[src/rtl/irq_msg_pkg.sv]
`timescale 1ns/1ps
package irq_msg_pkg;

  localparam int DMODE_W = 3;

  typedef enum logic [DMODE_W-1:0] {
    DM_FIXED  = 3'd0,
    DM_LOWPRI = 3'd1,
    DM_SMI    = 3'd2,
    DM_NMI    = 3'd4,
    DM_INIT   = 3'd5,
    DM_EXTINT = 3'd7
  } dmode_e;

  typedef enum logic [1:0] {
    ENG_IDLE  = 2'd0,
    ENG_FETCH = 2'd1,
    ENG_SEND  = 2'd2
  } eng_state_e;

endpackage

[src/rtl/irq_pin_tracker.sv]
`timescale 1ns/1ps
// Per-pin stored level and pending-event bit.
module irq_pin_tracker #(
  parameter int NUM_PINS = 8
) (
  input  logic                clk,
  input  logic                rst_n,
  input  logic [NUM_PINS-1:0] pin_i,
  input  logic [NUM_PINS-1:0] mask_i,
  input  logic [NUM_PINS-1:0] clr_i,
  output logic [NUM_PINS-1:0] pend_o
);

  logic [NUM_PINS-1:0] lvl_q;
  logic [NUM_PINS-1:0] pend_q;

  for (genvar p = 0; p < NUM_PINS; p++) begin : g_pin
    logic new_evt;
    logic pend_d;

    always_comb begin
      new_evt = pin_i[p] & ~lvl_q[p] & ~mask_i[p];
      pend_d  = (pend_q[p] & ~clr_i[p]) | new_evt;
    end

    always_ff @(posedge clk or negedge rst_n) begin
      if (!rst_n) begin
        lvl_q[p]  <= 1'b0;
        pend_q[p] <= 1'b0;
      end else begin
        lvl_q[p]  <= pin_i[p];
        pend_q[p] <= pend_d;
      end
    end

    // A pending bit appears only after a low stored level
    assert_no_refire_R1: assert property (@(posedge clk) disable iff (!rst_n)
      $rose(pend_q[p]) |-> !$past(lvl_q[p]));

    // A pending bit never comes from a masked entry
    assert_mask_drop_R3: assert property (@(posedge clk) disable iff (!rst_n)
      $rose(pend_q[p]) |-> !$past(mask_i[p]));

    // Pending events leave only when served
    assert_pend_kept_R6: assert property (@(posedge clk) disable iff (!rst_n)
      $fell(pend_q[p]) |-> $past(clr_i[p]));
  end

  assign pend_o = pend_q;

endmodule

[src/rtl/irq_lowest_pick.sv]
`timescale 1ns/1ps
// Lowest-index selection among pending pins.
module irq_lowest_pick #(
  parameter int NUM_PINS = 8,
  localparam int IDX_W   = (NUM_PINS > 1) ? $clog2(NUM_PINS) : 1
) (
  input  logic [NUM_PINS-1:0] pend_i,
  output logic                any_o,
  output logic [IDX_W-1:0]    idx_o,
  output logic [NUM_PINS-1:0] oh_o
);

  always_comb begin
    any_o = |pend_i;
    oh_o  = pend_i & (~pend_i + 1'b1);
    idx_o = '0;
    for (int p = NUM_PINS - 1; p >= 0; p--) begin
      if (pend_i[p]) idx_o = IDX_W'(p);
    end
  end

endmodule

[src/rtl/irq_msg_engine.sv]
`timescale 1ns/1ps
// Message assembly, external vector fetch and output handshake.
module irq_msg_engine
  import irq_msg_pkg::*;
#(
  parameter int DEST_W = 8,
  parameter int VEC_W  = 8
) (
  input  logic               clk,
  input  logic               rst_n,
  input  logic               cand_valid_i,
  input  logic [DEST_W-1:0]  cand_dest_i,
  input  logic [VEC_W-1:0]   cand_vec_i,
  input  logic [DMODE_W-1:0] cand_dmode_i,
  input  logic               cand_dstmode_i,
  input  logic               cand_pol_i,
  input  logic               cand_trig_i,
  output logic               take_o,
  output logic               ext_req_o,
  input  logic               ext_ack_i,
  input  logic [VEC_W-1:0]   ext_vec_i,
  output logic               msg_valid_o,
  input  logic               msg_ready_i,
  output logic [DEST_W-1:0]  msg_dest_o,
  output logic [VEC_W-1:0]   msg_vec_o,
  output logic [DMODE_W-1:0] msg_dmode_o,
  output logic               msg_dstmode_o,
  output logic               msg_level_o,
  output logic               msg_trig_o
);

  eng_state_e state_q, state_d;
  logic       is_ext;
  logic       ld_fields;
  logic       ld_ext_vec;

  logic [DEST_W-1:0]  dest_q;
  logic [VEC_W-1:0]   vec_q;
  logic [DMODE_W-1:0] dmode_q;
  logic               dstmode_q, level_q, trig_q;

  always_comb begin
    is_ext     = (cand_dmode_i == DM_EXTINT);
    ld_fields  = (state_q == ENG_IDLE) && cand_valid_i;
    ld_ext_vec = (state_q == ENG_FETCH) && ext_ack_i;
    state_d    = state_q;
    case (state_q)
      ENG_IDLE:  if (cand_valid_i) state_d = is_ext ? ENG_FETCH : ENG_SEND;
      ENG_FETCH: if (ext_ack_i)    state_d = ENG_SEND;
      ENG_SEND:  if (msg_ready_i)  state_d = ENG_IDLE;
      default:                     state_d = ENG_IDLE;
    endcase
  end

  always_ff @(posedge clk or negedge rst_n) begin
    if (!rst_n) state_q <= ENG_IDLE;
    else        state_q <= state_d;
  end

  always_ff @(posedge clk or negedge rst_n) begin
    if (!rst_n) begin
      dest_q    <= '0;
      dmode_q   <= '0;
      dstmode_q <= 1'b0;
      level_q   <= 1'b0;
      trig_q    <= 1'b0;
    end else if (ld_fields) begin
      dest_q    <= cand_dest_i;
      dmode_q   <= cand_dmode_i;
      dstmode_q <= cand_dstmode_i;
      level_q   <= cand_pol_i;
      trig_q    <= cand_trig_i;
    end
  end

  always_ff @(posedge clk or negedge rst_n) begin
    if (!rst_n)          vec_q <= '0;
    else if (ld_fields)  vec_q <= cand_vec_i;
    else if (ld_ext_vec) vec_q <= ext_vec_i;
  end

  assign take_o        = ld_fields;
  assign ext_req_o     = (state_q == ENG_FETCH);
  assign msg_valid_o   = (state_q == ENG_SEND);
  assign msg_dest_o    = dest_q;
  assign msg_vec_o     = vec_q;
  assign msg_dmode_o   = dmode_q;
  assign msg_dstmode_o = dstmode_q;
  assign msg_level_o   = level_q;
  assign msg_trig_o    = trig_q;

  assert_req_hold_R5: assert property (@(posedge clk) disable iff (!rst_n)
    (ext_req_o && !ext_ack_i) |=> ext_req_o);

  assert_no_msg_in_fetch_R5: assert property (@(posedge clk) disable iff (!rst_n)
    !(ext_req_o && msg_valid_o));

  assert_msg_stable_R7: assert property (@(posedge clk) disable iff (!rst_n)
    (msg_valid_o && !msg_ready_i) |=> (msg_valid_o && $stable(msg_vec_o)
      && $stable(msg_dest_o) && $stable(msg_dmode_o) && $stable(msg_level_o)));

endmodule

[src/rtl/irq_edge_msg_gen.sv]
`timescale 1ns/1ps
module irq_edge_msg_gen
  import irq_msg_pkg::*;
#(
  parameter int NUM_PINS = 8,
  parameter int DEST_W   = 8,
  parameter int VEC_W    = 8
) (
  input  logic                         clk,
  input  logic                         rst_n,
  input  logic [NUM_PINS-1:0]          pin_i,
  input  logic [NUM_PINS-1:0]          ent_mask_i,
  input  logic [NUM_PINS*VEC_W-1:0]    ent_vec_i,
  input  logic [NUM_PINS*DEST_W-1:0]   ent_dest_i,
  input  logic [NUM_PINS*DMODE_W-1:0]  ent_dmode_i,
  input  logic [NUM_PINS-1:0]          ent_dstmode_i,
  input  logic [NUM_PINS-1:0]          ent_pol_i,
  input  logic [NUM_PINS-1:0]          ent_trig_i,
  output logic                         ext_req_o,
  input  logic                         ext_ack_i,
  input  logic [VEC_W-1:0]             ext_vec_i,
  output logic                         msg_valid_o,
  input  logic                         msg_ready_i,
  output logic [DEST_W-1:0]            msg_dest_o,
  output logic [VEC_W-1:0]             msg_vec_o,
  output logic [DMODE_W-1:0]           msg_dmode_o,
  output logic                         msg_dstmode_o,
  output logic                         msg_level_o,
  output logic                         msg_trig_o
);

  localparam int IDX_W = (NUM_PINS > 1) ? $clog2(NUM_PINS) : 1;

  // Reset synchronizer: asynchronous assert, synchronous release
  logic [1:0] rst_sync_q;
  logic       rst_n_int;

  always_ff @(posedge clk or negedge rst_n) begin
    if (!rst_n) rst_sync_q <= 2'b00;
    else        rst_sync_q <= {rst_sync_q[0], 1'b1};
  end
  assign rst_n_int = rst_sync_q[1];

  logic [NUM_PINS-1:0] pend;
  logic [NUM_PINS-1:0] grant_oh;
  logic [NUM_PINS-1:0] clr;
  logic                any_pend;
  logic [IDX_W-1:0]    sel_idx;
  logic                take;

  logic [DEST_W-1:0]   sel_dest;
  logic [VEC_W-1:0]    sel_vec;
  logic [DMODE_W-1:0]  sel_dmode;
  logic                sel_dstmode, sel_pol, sel_trig;

  irq_pin_tracker #(.NUM_PINS(NUM_PINS)) tracker_i (
    .clk    (clk),
    .rst_n  (rst_n_int),
    .pin_i  (pin_i),
    .mask_i (ent_mask_i),
    .clr_i  (clr),
    .pend_o (pend)
  );

  irq_lowest_pick #(.NUM_PINS(NUM_PINS)) pick_i (
    .pend_i (pend),
    .any_o  (any_pend),
    .idx_o  (sel_idx),
    .oh_o   (grant_oh)
  );

  always_comb begin
    sel_dest    = ent_dest_i[sel_idx*DEST_W +: DEST_W];
    sel_vec     = ent_vec_i[sel_idx*VEC_W +: VEC_W];
    sel_dmode   = ent_dmode_i[sel_idx*DMODE_W +: DMODE_W];
    sel_dstmode = ent_dstmode_i[sel_idx];
    sel_pol     = ent_pol_i[sel_idx];
    sel_trig    = ent_trig_i[sel_idx];
    clr         = take ? grant_oh : '0;
  end

  irq_msg_engine #(.DEST_W(DEST_W), .VEC_W(VEC_W)) engine_i (
    .clk            (clk),
    .rst_n          (rst_n_int),
    .cand_valid_i   (any_pend),
    .cand_dest_i    (sel_dest),
    .cand_vec_i     (sel_vec),
    .cand_dmode_i   (sel_dmode),
    .cand_dstmode_i (sel_dstmode),
    .cand_pol_i     (sel_pol),
    .cand_trig_i    (sel_trig),
    .take_o         (take),
    .ext_req_o      (ext_req_o),
    .ext_ack_i      (ext_ack_i),
    .ext_vec_i      (ext_vec_i),
    .msg_valid_o    (msg_valid_o),
    .msg_ready_i    (msg_ready_i),
    .msg_dest_o     (msg_dest_o),
    .msg_vec_o      (msg_vec_o),
    .msg_dmode_o    (msg_dmode_o),
    .msg_dstmode_o  (msg_dstmode_o),
    .msg_level_o    (msg_level_o),
    .msg_trig_o     (msg_trig_o)
  );

  // Each take serves exactly one pending pin
  assert_single_take_R6: assert property (@(posedge clk) disable iff (!rst_n_int)
    take |-> $countones(clr) == 1);

  assert_reset_quiet_R8: assert property (@(posedge clk)
    !rst_n_int |-> (!msg_valid_o && !ext_req_o));

endmodule

[config.mk]
export PLATFORM = sky130hd
export DESIGN_NAME = irq_edge_msg_gen
export DESIGN_NICKNAME = d
export VERILOG_FILES = /design/src/rtl/irq_msg_pkg.sv /design/src/rtl/irq_pin_tracker.sv /design/src/rtl/irq_lowest_pick.sv /design/src/rtl/irq_msg_engine.sv /design/src/rtl/irq_edge_msg_gen.sv
export SDC_FILE = /design/constraint.sdc
export NUM_CORES = 1
export LEC_CHECK = 0
export BUFFER_PORTS_ARGS = -buffer_cell sky130_fd_sc_hd__buf_2
export CAP_MARGIN = 10
export CORE_UTILIZATION = 42
export DETAILED_ROUTE_END_ITERATION = 10
export GPL_TIMING_DRIVEN = 0
export PLACE_DENSITY = 0.89
export RECOVER_POWER = 25
export SLEW_MARGIN = 25
export SYNTH_ARGS = -nofsm -noshare
export SYNTH_HDL_FRONTEND = slang
export SYNTH_SLANG_ARGS = --single-unit
[constraint.sdc]
create_clock -name clk -period 1.44 [get_ports clk]
set_input_delay 0 -clock clk [delete_from_list [all_inputs] [get_ports clk]]
set_output_delay 0 -clock clk [all_outputs]
set_load 0.01 [all_outputs]
# == After elaboration in Yosys (flattened, before gate mapping) ==
# Cells that the tools add are included.
# classes
n_addsub,1
n_mul,1
div,0
n_lt_le_gt_ge,1
n_eq_ne,6
shifts,3
muxes,22
n_bitwise,58
n_reduce_logical,6
# op_table
cell,count
64-bit by 7-bit indexed part select with 8-bit output,2
1-bit AND,24
3-bit two-way mux,8
8-bit two-way mux,3
1-bit NOT,24
24-bit by 6-bit indexed part select with 3-bit output,1
1-bit binary-select mux with 3-bit select,3
8-bit by 1-bit adder with 8-bit output (second input constant),1
8-bit AND,1
2-bit two-way mux,4
8-bit NOT,1
1-bit bitwise OR,8
8-bit OR reduction,1
2-bit by 1-bit inequality test with 1-bit output (second input constant),3
2-bit case mux with 3 select lines,1
3-bit by 2-bit multiplier with 5-bit output (second input constant),1
3-bit by 4-bit < comparator with 1-bit output (second input constant),1
3-bit == test (second input constant),1
1-bit two-way mux,3
3-bit AND reduction,1
2-bit by 1-bit == test with 1-bit output (second input constant),1
2-bit == test (second input constant),1
1-bit logical AND,2
2-bit logical NOT,1
2-bit nonzero test,1
# totals
ff_bits,42
latchBits,0
mem_bits_rw,0
rom_bits,0
output_inout_bits,24
word_cells,122
memories,0

# == Logic depth before layout (Yosys ltp) ==
# Gate-level depths: netlist (run 1).
# logic_depth
ltp_word,14
mapped_depth,10
mapped_depth_nobuf,7

# == By module ==
# From an unflattened synthesis (run 1), not the netlist that was laid out.
# hier_totals
cells_unflattened,223
hier_area_um2,3349.5
# by_module_without_submodules
mod,n_inst,cells_per_inst,area_each_um2
irq_edge_msg_gen,1,89,1570.3
irq_msg_engine,1,71,1049.8
irq_pin_tracker,1,40,590.6
irq_lowest_pick,1,23,138.9

# == Worst setup path before layout (run 1) ==
# OpenSTA, ideal clock, no wires.
# synth_path
kind,reg2reg
from,register tracker_i.pend_q[5] (netlist: tracker_i.pend_o[5])
to,register engine_i.dest_q[5] (netlist: engine_i.msg_dest_o[5])
setup_time_ns,0.141
arrival_ns,2.005
path_slack_ns,-0.706
path_stages_with_launch,9
n_path_buf,3
period_less_slack_ns,2.146
cell_sequence,dfrtp_1 > buf_2 > o31ai_1 > and2_1 > buf_4 > buf_4 > mux4_2 > nand2_1 > a31oi_1
# synth_between
elab_chain_cells,7
word_cells_on_any_way,9
classes_between,1 x shift; 6 x mux; 2 x reduce/logical
# synth_lines
element,line_no,source
from (decl),irq_pin_tracker.sv:15,logic [NUM_PINS-1:0] pend_q;
"from (signal, indexed assignment)",irq_pin_tracker.sv:32,pend_q[p] <= pend_d;
3-bit two-way mux (6 in series),irq_lowest_pick.sv:18,if (pend_i[p]) idx_o = IDX_W'(p);
64-bit by 7-bit indexed part select with 8-bit output,irq_edge_msg_gen.sv:73,sel_dest = ent_dest_i[sel_idx*DEST_W +: DEST_W];
to (signal assigned),irq_msg_engine.sv:68,dest_q <= cand_dest_i;
to (decl),irq_msg_engine.sv:37,logic [DEST_W-1:0] dest_q;
# Several ways; a longest one is shown, not always the timed one.
# A chain may end at the register's enable or synchronous reset.

# == Final worst setup path (run 1) ==
# layout_path
from,register tracker_i.pend_q[1] (netlist: tracker_i.pend_o[1])
to,register engine_i.vec_q[1] (netlist: engine_i.msg_vec_o[1])
# layout_between
elab_chain_cells,4
word_cells_on_any_way,7
classes_between,1 x shift; 3 x mux; 3 x reduce/logical
# layout_lines
element,line_no,source
3-bit two-way mux (2 in series),irq_lowest_pick.sv:18,
64-bit by 7-bit indexed part select with 8-bit output,irq_edge_msg_gen.sv:74,sel_vec = ent_vec_i[sel_idx*VEC_W +: VEC_W];
8-bit two-way mux,irq_msg_engine.sv:78,else if (ld_fields) vec_q <= cand_vec_i;
to (signal assigned),irq_msg_engine.sv:78,
to (signal assigned),irq_msg_engine.sv:79,else if (ld_ext_vec) vec_q <= ext_vec_i;
to (decl),irq_msg_engine.sv:38,logic [VEC_W-1:0] vec_q;
# Several ways; a longest one is shown, not always the timed one.

==> run metrics, run 1 <==
outcome=finished, violations left; failing checks=negative setup slack; FF+latch area=~1100 um^2; Initial Utilization=43.38%; Max Used Layer=met4; MaxCap Viol Count=0; Area Overhead vs Synth=72.56%; total power=approximately 12 mW; largest net degree at the start of global routing=25; H-tree Lvls=2; Internal=between 6 and 7 mW; cell area after synthesis=about 3100 um^2; largest area contributor in the netlist=dfrtp_1; drc violations=0; cts bufs inserted=5; Multi-input gate area=around 2300 um^2; Post-Syn Instances=roughly 360; part of the cycle the worst path needs=163.4%; synth warn=0; met3 WL post-DR=914 um; Static Leak=~2.6 nW; clock network power share=under 10%; Syn Area/Cell=~8.8 um^2; Die Width=between 80 and 90 um; total wire length=roughly 13000 um; first-pass GRT wire length=between 15000 and 20000 um; Critical Path RT=1.67 ns; fmax=roughly 430 MHz; GR Util All Layers=between 30% and 40%; TritonCTS clock tree=yes; Core Footprint=between 7000 and 8000 um^2; crit start category=flip-flop; Max-slew headroom=48.30%; CP max FO=8; Area after DPL=4497 um^2; grt ovf=0; Clk Latency, worst-skew pair=~0.30 ns; WP data arrival=2.59 ns; vias in the first global route=~4100; Yosys reg bits=between 40 and 50; Final Cell Area=approximately 5400 um^2; switching pwr=5.735 mW; clock-pin slew on the worst setup and hold paths=0.09 ns; Sink Count=42; RSZ-0062 raised after global routing=yes; row count=31; hpwl dp=approximately 9500 um; PD cells=about 2200 nW/um^2; Final min period=about 2.4 ns; Max VDD drop=roughly 1.0 mV; Ports=approximately 230; Routed WL per cell=around 18 um; Metal-1 WL=between 4000 and 5000 um; n_diodes=0; Sw Share=between 40% and 50%; final worst slack=-0.9125 ns; Final setup viols=30; final hold violations=0; Starting DRT DRC Count=324; Setup crit end kind=flip-flop; share of cells above drive strength 1=around 57%; initial antenna violation count=0; share of the synthesized area in the top cell type=33.40%; Filler cells=548; share of power burned in combinational logic=about 77%; via count=between 4000 and 5000; clk_skew=0.004769 ns; worst slew pin tran=roughly 0.78 ns; post-synth cell types=46; Buffers on Ports=227; GPL Wtd Cong=about 0.93; Longest Clk Path Bufs=2; Die Ht=around 90 um; nets=between 800 and 900; top cells by area, synth=dfrtp_1, mux4_2, nand2_1, a31oi_1, nor2_1; remaining antenna violation count=0; syn_nets=between 500 and 600; Setup CP Type=reg2reg; CTS root buffer=clkbuf_8; via/cell ratio=roughly 5.7; Seq/Total Area, Yosys=33.40%; max-slew violation count=0; Hold/Removal Path Class=in2reg; Reg power frac=around 17%; DRT Pass-1 Iters=5; die area=7843 um^2; metal2 WL=7064 um
==> layout by cell type (no fill, tap or decap), types with 2 or more instances in the layout <==
cell type | netlist | final
clkbuf_8 | 0 | 5
nor3_1 | 2 | 2
nand2_2 | 0 | 9
buf_4 | 3 | 20
mux2i_1 | 4 | 3
nand2b_1 | 3 | 3
mux4_2 | 22 | 22
nor2b_1 | 13 | 11
buf_6 | 5 | 8
dlygate4sd3_1 | 0 | 24
clkbuf_2 | 0 | 2
o21ai_0 | 13 | 6
and3_4 | 0 | 3
a31oi_1 | 20 | 20
a22o_1 | 4 | 4
buf_2 | 8 | 224
nand2_4 | 0 | 3
buf_12 | 0 | 4
nor2_2 | 0 | 2
a21oi_2 | 0 | 2
a22oi_2 | 0 | 2
dfrtp_1 | 42 | 38
nor2_4 | 0 | 5
o21ai_4 | 0 | 2
clkbuf_4 | 0 | 4
clkbuf_1 | 7 | 8
nor4_4 | 0 | 2
nor2b_4 | 0 | 2
a22oi_1 | 10 | 8
a311oi_2 | 0 | 7
nand2_1 | 91 | 79
nand3_1 | 22 | 22
buf_8 | 0 | 6
nor2_1 | 30 | 23
o21ai_1 | 8 | 13
a211oi_2 | 0 | 6
dfrtp_2 | 0 | 4
==> per-layer routing <==
| metal | global-route usage (%) | up-vias |
|---|---|---|
| met2 | 57.97 | 282 |
| met3 | 5.504 | 55 |
| met5 | 0 | - |
| met4 | 14.52 | 0 |
| met1 | 38.04 | 2011 |
| li1 | - | 1887 |
==> power groups by stage <==
stage	sequential [mW]	combinational, mW	clock (mW)
final	2.01	9.25	0.805
after global routing	2.06	9.85	0.869
after CTS	1.96	8.06	0.804
after detailed placement	1.97	7.00	0
after global placement	1.97	6.78	0
after floorplan	2.09	4.87	0
==> timing repair <==
action | 4_1_cts | 5_1_grt
resized for setup | 51 | 58
cloned | 2 | 0
setup endpoints to repair | 30 | 30
hold buffers | 23 | 1
pin swaps | 11 | 18
setup buffers | 12 | 11
endpoints found under the hold margin | 27 | 1
==> critical path, cell delays in order, from the launching register on <==
cell and delay [ns]:
dfrtp_1 0.38, buf_6 0.14, or4_4 0.58, nor2_8 0.15
buf_12 0.16, buf_8 0.13, nand2_1 0.07, a311oi_1 0.43
a31oi_1 0.11, o21ai_1 0.13
==> cells by family after synthesis <==
group           after synthesis  share of synthesized area [%]
simple gates                175                          25.25
compound gates               86                          18.89
flops                        42                          33.40
mux                          27                          17.38
buf+inv                      26                          4.970
other cells                   1                         0.1192
==> flip-flops by register name, indices dropped and copies added (netlist names) <==
register,flops
engine_i.msg_dmode_o,3
engine_i.state_q,2
engine_i.msg_level_o,1
rst_sync_q,2
engine_i.msg_dstmode_o,1
engine_i.msg_trig_o,1
engine_i.msg_dest_o,8
tracker_i.lvl_q,8
engine_i.msg_vec_o,8
tracker_i.pend_o,8
==> metrics by stage <==
stage               utilization [%]  cells  setup TNS, ns  hold WS (ns)  setup slack, ns
finish                        74.87    741         -18.26       0.01772          -0.9125
global route                  74.87    741         -20.28      0.006187          -0.9405
CTS                           70.62    729         -18.33      0.004107          -0.7899
detailed placement            62.00    684         -22.25       -0.2119           -1.032
global placement              61.60    683         -30.99       -0.2135          -0.9569
floorplan                         -    357         -13.03       -0.2956          -0.5988
==> Yosys cell counts (all sizes together) <==
cell and instances:
a311oi 8, or2 1, conb 1, o311a 1, a22o 4, nand2b 3
buf 18, o211ai 1, nor3 3, mux2i 4, inv 1, a31oi 20
clkbuf 7, a22oi 10, a211oi 8, and2 2, o21a 1, nor2b 13
dfrtp 42, nor2 31, a21oi 3, o21ba 1, and3 4, o21bai 1
nor4 3, mux2 1, o311ai 1, o221a 1, nand3 22, o31ai 1
o41ai 1, o32ai 1, o21ai 22, o221ai 1, and4b 1, mux4 22
or4 1, nand2 91
==> final timing paths <==
path / from / endpoint / slack, ns / depth (start not counted)
setup / recovery: tracker_i.pend_o[1]$_DFF_PN0_ / engine_i.msg_vec_o[1]$_DFFE_PN0P_ / -0.91 / 9
hold / removal: ent_mask_i[2] / tracker_i.pend_o[2]$_DFF_PN0_ / 0.02 / 3
setup reg to reg: tracker_i.pend_o[1]$_DFF_PN0_ / engine_i.msg_vec_o[1]$_DFFE_PN0P_ / -0.91 / 9
hold reg to reg: rst_sync_q[1]$_DFF_PN0_ / engine_i.msg_dest_o[3]$_DFFE_PN0P_ / 0.33 / 0
max in group asynchronous: rst_sync_q[1]$_DFF_PN0_ / tracker_i.pend_o[6]$_DFF_PN0_ / 0.53 / 1
min in group asynchronous: rst_sync_q[1]$_DFF_PN0_ / engine_i.msg_dest_o[3]$_DFFE_PN0P_ / 0.33 / 0
==> cell type report <==
class / count / share of cell area [%]
buffer: 25 / 4.539
clock buffer: 5 / 1.267
clock inverter: 3 / 0.4608
inverter: 1 / 0.06912
multi-input combinational: 289 / 41.98
sequential: 42 / 19.45
tap: 99 / 2.281
timing repair buffer: 277 / 29.95
No activity file was read; power rests on OpenSTA's default activity.
==> run 2, diff against run 1 <==
- CORE_UTILIZATION: 42 -> 37
- PLACE_DENSITY: 0.89 -> 0.84
- clock period: 1.44 -> 2.1 ns (I/O delays scaled with it)
==> run 2 against run 1 <==
The run still ends with negative setup slack left; sequential share of layout area is 0.99 points higher; worst setup slack gained 0.74 ns; final cell count shrank 1.1%; combinational power fell by 39%; critical path depth is the same; worst hold slack about the same; sequential power down 32%; global-route usage shrank 5.1 points; critical endpoint is now engine_i.msg_vec_o[0]$_DFFE_PN0P_; largest cell class unchanged.
==> run metrics, run 2 (synthesized netlist as in run 1, its figures left out) <==
Die Ht=94.22 um (was 88.56 um); share of power burned in combinational logic=73.8% (was 76.7%); Starting DRT DRC Count=209 (was 324); via/cell ratio=5.434 (was 5.715); fmax=439.8 MHz (was 425.1 MHz); part of the cycle the worst path needs=108.3% (was 163.4%); Sw Share=47.18% (was 47.54%); Static Leak=2.448 nW (was 2.558 nW); drc violations=0 (unchanged); total power=7.644 mW (was 12.06 mW); failing checks=negative setup slack (unchanged); setup TNS=-2.149 ns (was -18.26 ns); most frequent cells in the layout=buf_2, nand2_1, dfrtp_1 (unchanged); WP data arrival=2.49 ns (was 2.59 ns); delay of the slowest critical-path stage=0.60 ns (was 0.58 ns); Critical Path RT=2.32 ns (was 1.67 ns); CP max FO=9 (was 8); die area=8877 um^2 (was 7843 um^2); n_diodes=0 (unchanged); final worst slack=-0.1737 ns (was -0.9125 ns); Multi-input gate area=2127 um^2 (was 2280 um^2); largest net degree at the start of global routing=29 (was 25); clock-pin slew on the worst setup and hold paths=0.09 ns (about the same); Final min period=2.274 ns (was 2.353 ns); placed instance count=690 (was 684); Max VDD drop=0.6295 mV (was 1.050 mV); DRT Pass-1 Iters=5 (unchanged); cts bufs inserted=5 (unchanged); GR Util All Layers=27.26% (was 32.41%); crit start category=flip-flop (unchanged); worst slew pin tran=0.5916 ns (was 0.7756 ns); Die Width=94.22 um (was 88.56 um); nets=831 (was 845); final hold violations=0 (unchanged); GPL Wtd Cong=0.8793 (was 0.9278); outcome=finished, violations left (unchanged); total wire length=12460 um (was 13360 um); Ports=228 (unchanged); Non-Filler Instances=733 (was 741); Longest Clk Path Bufs=2 (unchanged); Final setup viols=24 (was 30); share of cells above drive strength 1=53.18% (was 56.85%); Reg power frac=17.7% (was 16.7%); RSZ-0062 raised after global routing=yes (unchanged); vias in the first global route=3943 (was 4081); Filler cells=722 (was 548); most common cell after layout, fill and taps aside=buf_2 (unchanged); via count=3983 (was 4235); PD cells=1485 nW/um^2 (was 2222 nW/um^2); H-tree Lvls=2 (unchanged); clock network power share=8.5% (was 6.7%); CTS root buffer=clkbuf_8 (unchanged); Area Overhead vs Synth=63.62% (was 72.56%); FF+latch area=1052 um^2 (was 1056 um^2); TritonCTS clock tree=yes (unchanged); clk_skew=0.005336 ns (was 0.004769 ns); remaining antenna violation count=0 (unchanged); grt ovf=0 (unchanged); CP Cell Sequence=buf_6, or4_4, nor2_8, buf_4, buf_16, a211oi_2, a311oi_2, a31oi_1, o21ai_1 (was buf_6, or4_4, nor2_8, buf_12, buf_8, nand2_1, a311oi_1, a31oi_1, o21ai_1); max-slew violation count=0 (unchanged); initial antenna violation count=0 (unchanged); Clk Latency, worst-skew pair=0.29 ns (was 0.30 ns); Max stage delay cell, worst path=or4_4 (unchanged); hpwl dp=9466 um (was 9535 um); Setup crit end kind=flip-flop (unchanged); Max-slew headroom=60.56% (was 48.30%); row count=33 (was 31); Internal=4.038 mW (was 6.329 mW); critical path's top delay family=simple AND/OR/NAND/NOR gates (unchanged); first-pass GRT wire length=18610 um (was 19250 um); MaxCap Viol Count=0 (unchanged); Crit path buffers/inverters=3 (unchanged); Hold/Removal Path Class=in2reg (unchanged); Setup CP Type=reg2reg (unchanged); Routed WL per cell=17.00 um (was 18.03 um); Buffers on Ports=227 (unchanged); Core Footprint=8217 um^2 (was 7253 um^2); Initial Utilization=38.30% (was 43.38%); switching pwr=3.606 mW (was 5.735 mW); Sink Count=42 (unchanged)
[run 2: cell types whose count changed in the layout (fill, tap and decap cells not counted), sizes merged]
cell / before / now
buf: 264 / 252
bufinv: 0 / 1
clkbuf: 19 / 18
clkinvlp: 1 / 0
dlygate4sd3: 24 / 23
[run 2: power groups by stage]
stage	registers (mW)	logic [mW]	clock network (mW)
after detailed placement	1.34	4.68	0
after CTS	1.33	5.28	0.654
final	1.36	5.64	0.649
after global routing	1.38	6.08	0.682
after global placement	1.34	4.57	0
after floorplan	1.42	3.22	0
[run 2: cell type report]
class                           instances  share of cell area, %
Buffer                                 25                  3.840
Clock buffer                            5                  1.337
Clock inverter                          3                 0.8505
Inverter                                1                0.07290
Multi-Input combinational cell        289                  41.31
Sequential cell                        42                  20.44
Tap cell                              105                  2.552
Timing Repair Buffer                  263                  29.60
[run 2: final timing paths]
kind / startpoint / to / slack [ns] / depth (start not counted)
max: tracker_i.pend_o[2]$_DFF_PN0_ / engine_i.msg_vec_o[0]$_DFFE_PN0P_ / -0.17 / 9
min in group asynchronous: rst_sync_q[1]$_DFF_PN0_ / engine_i.msg_trig_o$_DFFE_PN0P_ / 0.25 / 0
min reg2reg: rst_sync_q[1]$_DFF_PN0_ / engine_i.msg_trig_o$_DFFE_PN0P_ / 0.25 / 0
min: ent_mask_i[2] / tracker_i.pend_o[2]$_DFF_PN0_ / 0.02 / 3
max reg2reg: tracker_i.pend_o[2]$_DFF_PN0_ / engine_i.msg_vec_o[0]$_DFFE_PN0P_ / -0.17 / 9
max in group asynchronous: rst_sync_q[1]$_DFF_PN0_ / tracker_i.pend_o[7]$_DFF_PN0_ / 1.29 / 1
[run 2: stage by stage]
stage / hold WS (ns) / util, % / instance area [um^2] / setup slack, ns
2_1_floorplan: -0.2956 / - / 3151 / 0.004865
3_3_place_gp: -0.2138 / 53.77 / 4418 / -0.4239
3_5_place_dp: -0.2110 / 54.03 / 4439 / -0.4322
4_1_cts: 0.009500 / 61.12 / 5022 / -0.1096
5_1_grt: 0.01730 / 62.66 / 5149 / -0.2611
6_report: 0.01746 / 62.66 / 5149 / -0.1737
[run 2: repair_timing]
action                                  4_1_cts  5_1_grt
cloned                                        1        1
endpoints found under the hold margin        27        0
endpoints found under the setup margin       24       26
resized for setup                            38       26
pin swaps                                    10        7
setup buffers                                 8        2
hold buffers                                 23        0
[run 2: worst min-delay path, stage by stage]
cell and delay, ns:
buf_2 0.08, nor2_1 0.03, a22o_1 0.16
[run 2: routing by layer]
metal | track usage (%) | wire, um
met5 | 0 | 0
met4 | 12.69 | 495
met1 | 32.45 | 4754
met3 | 4.045 | 894
met2 | 47.89 | 6319
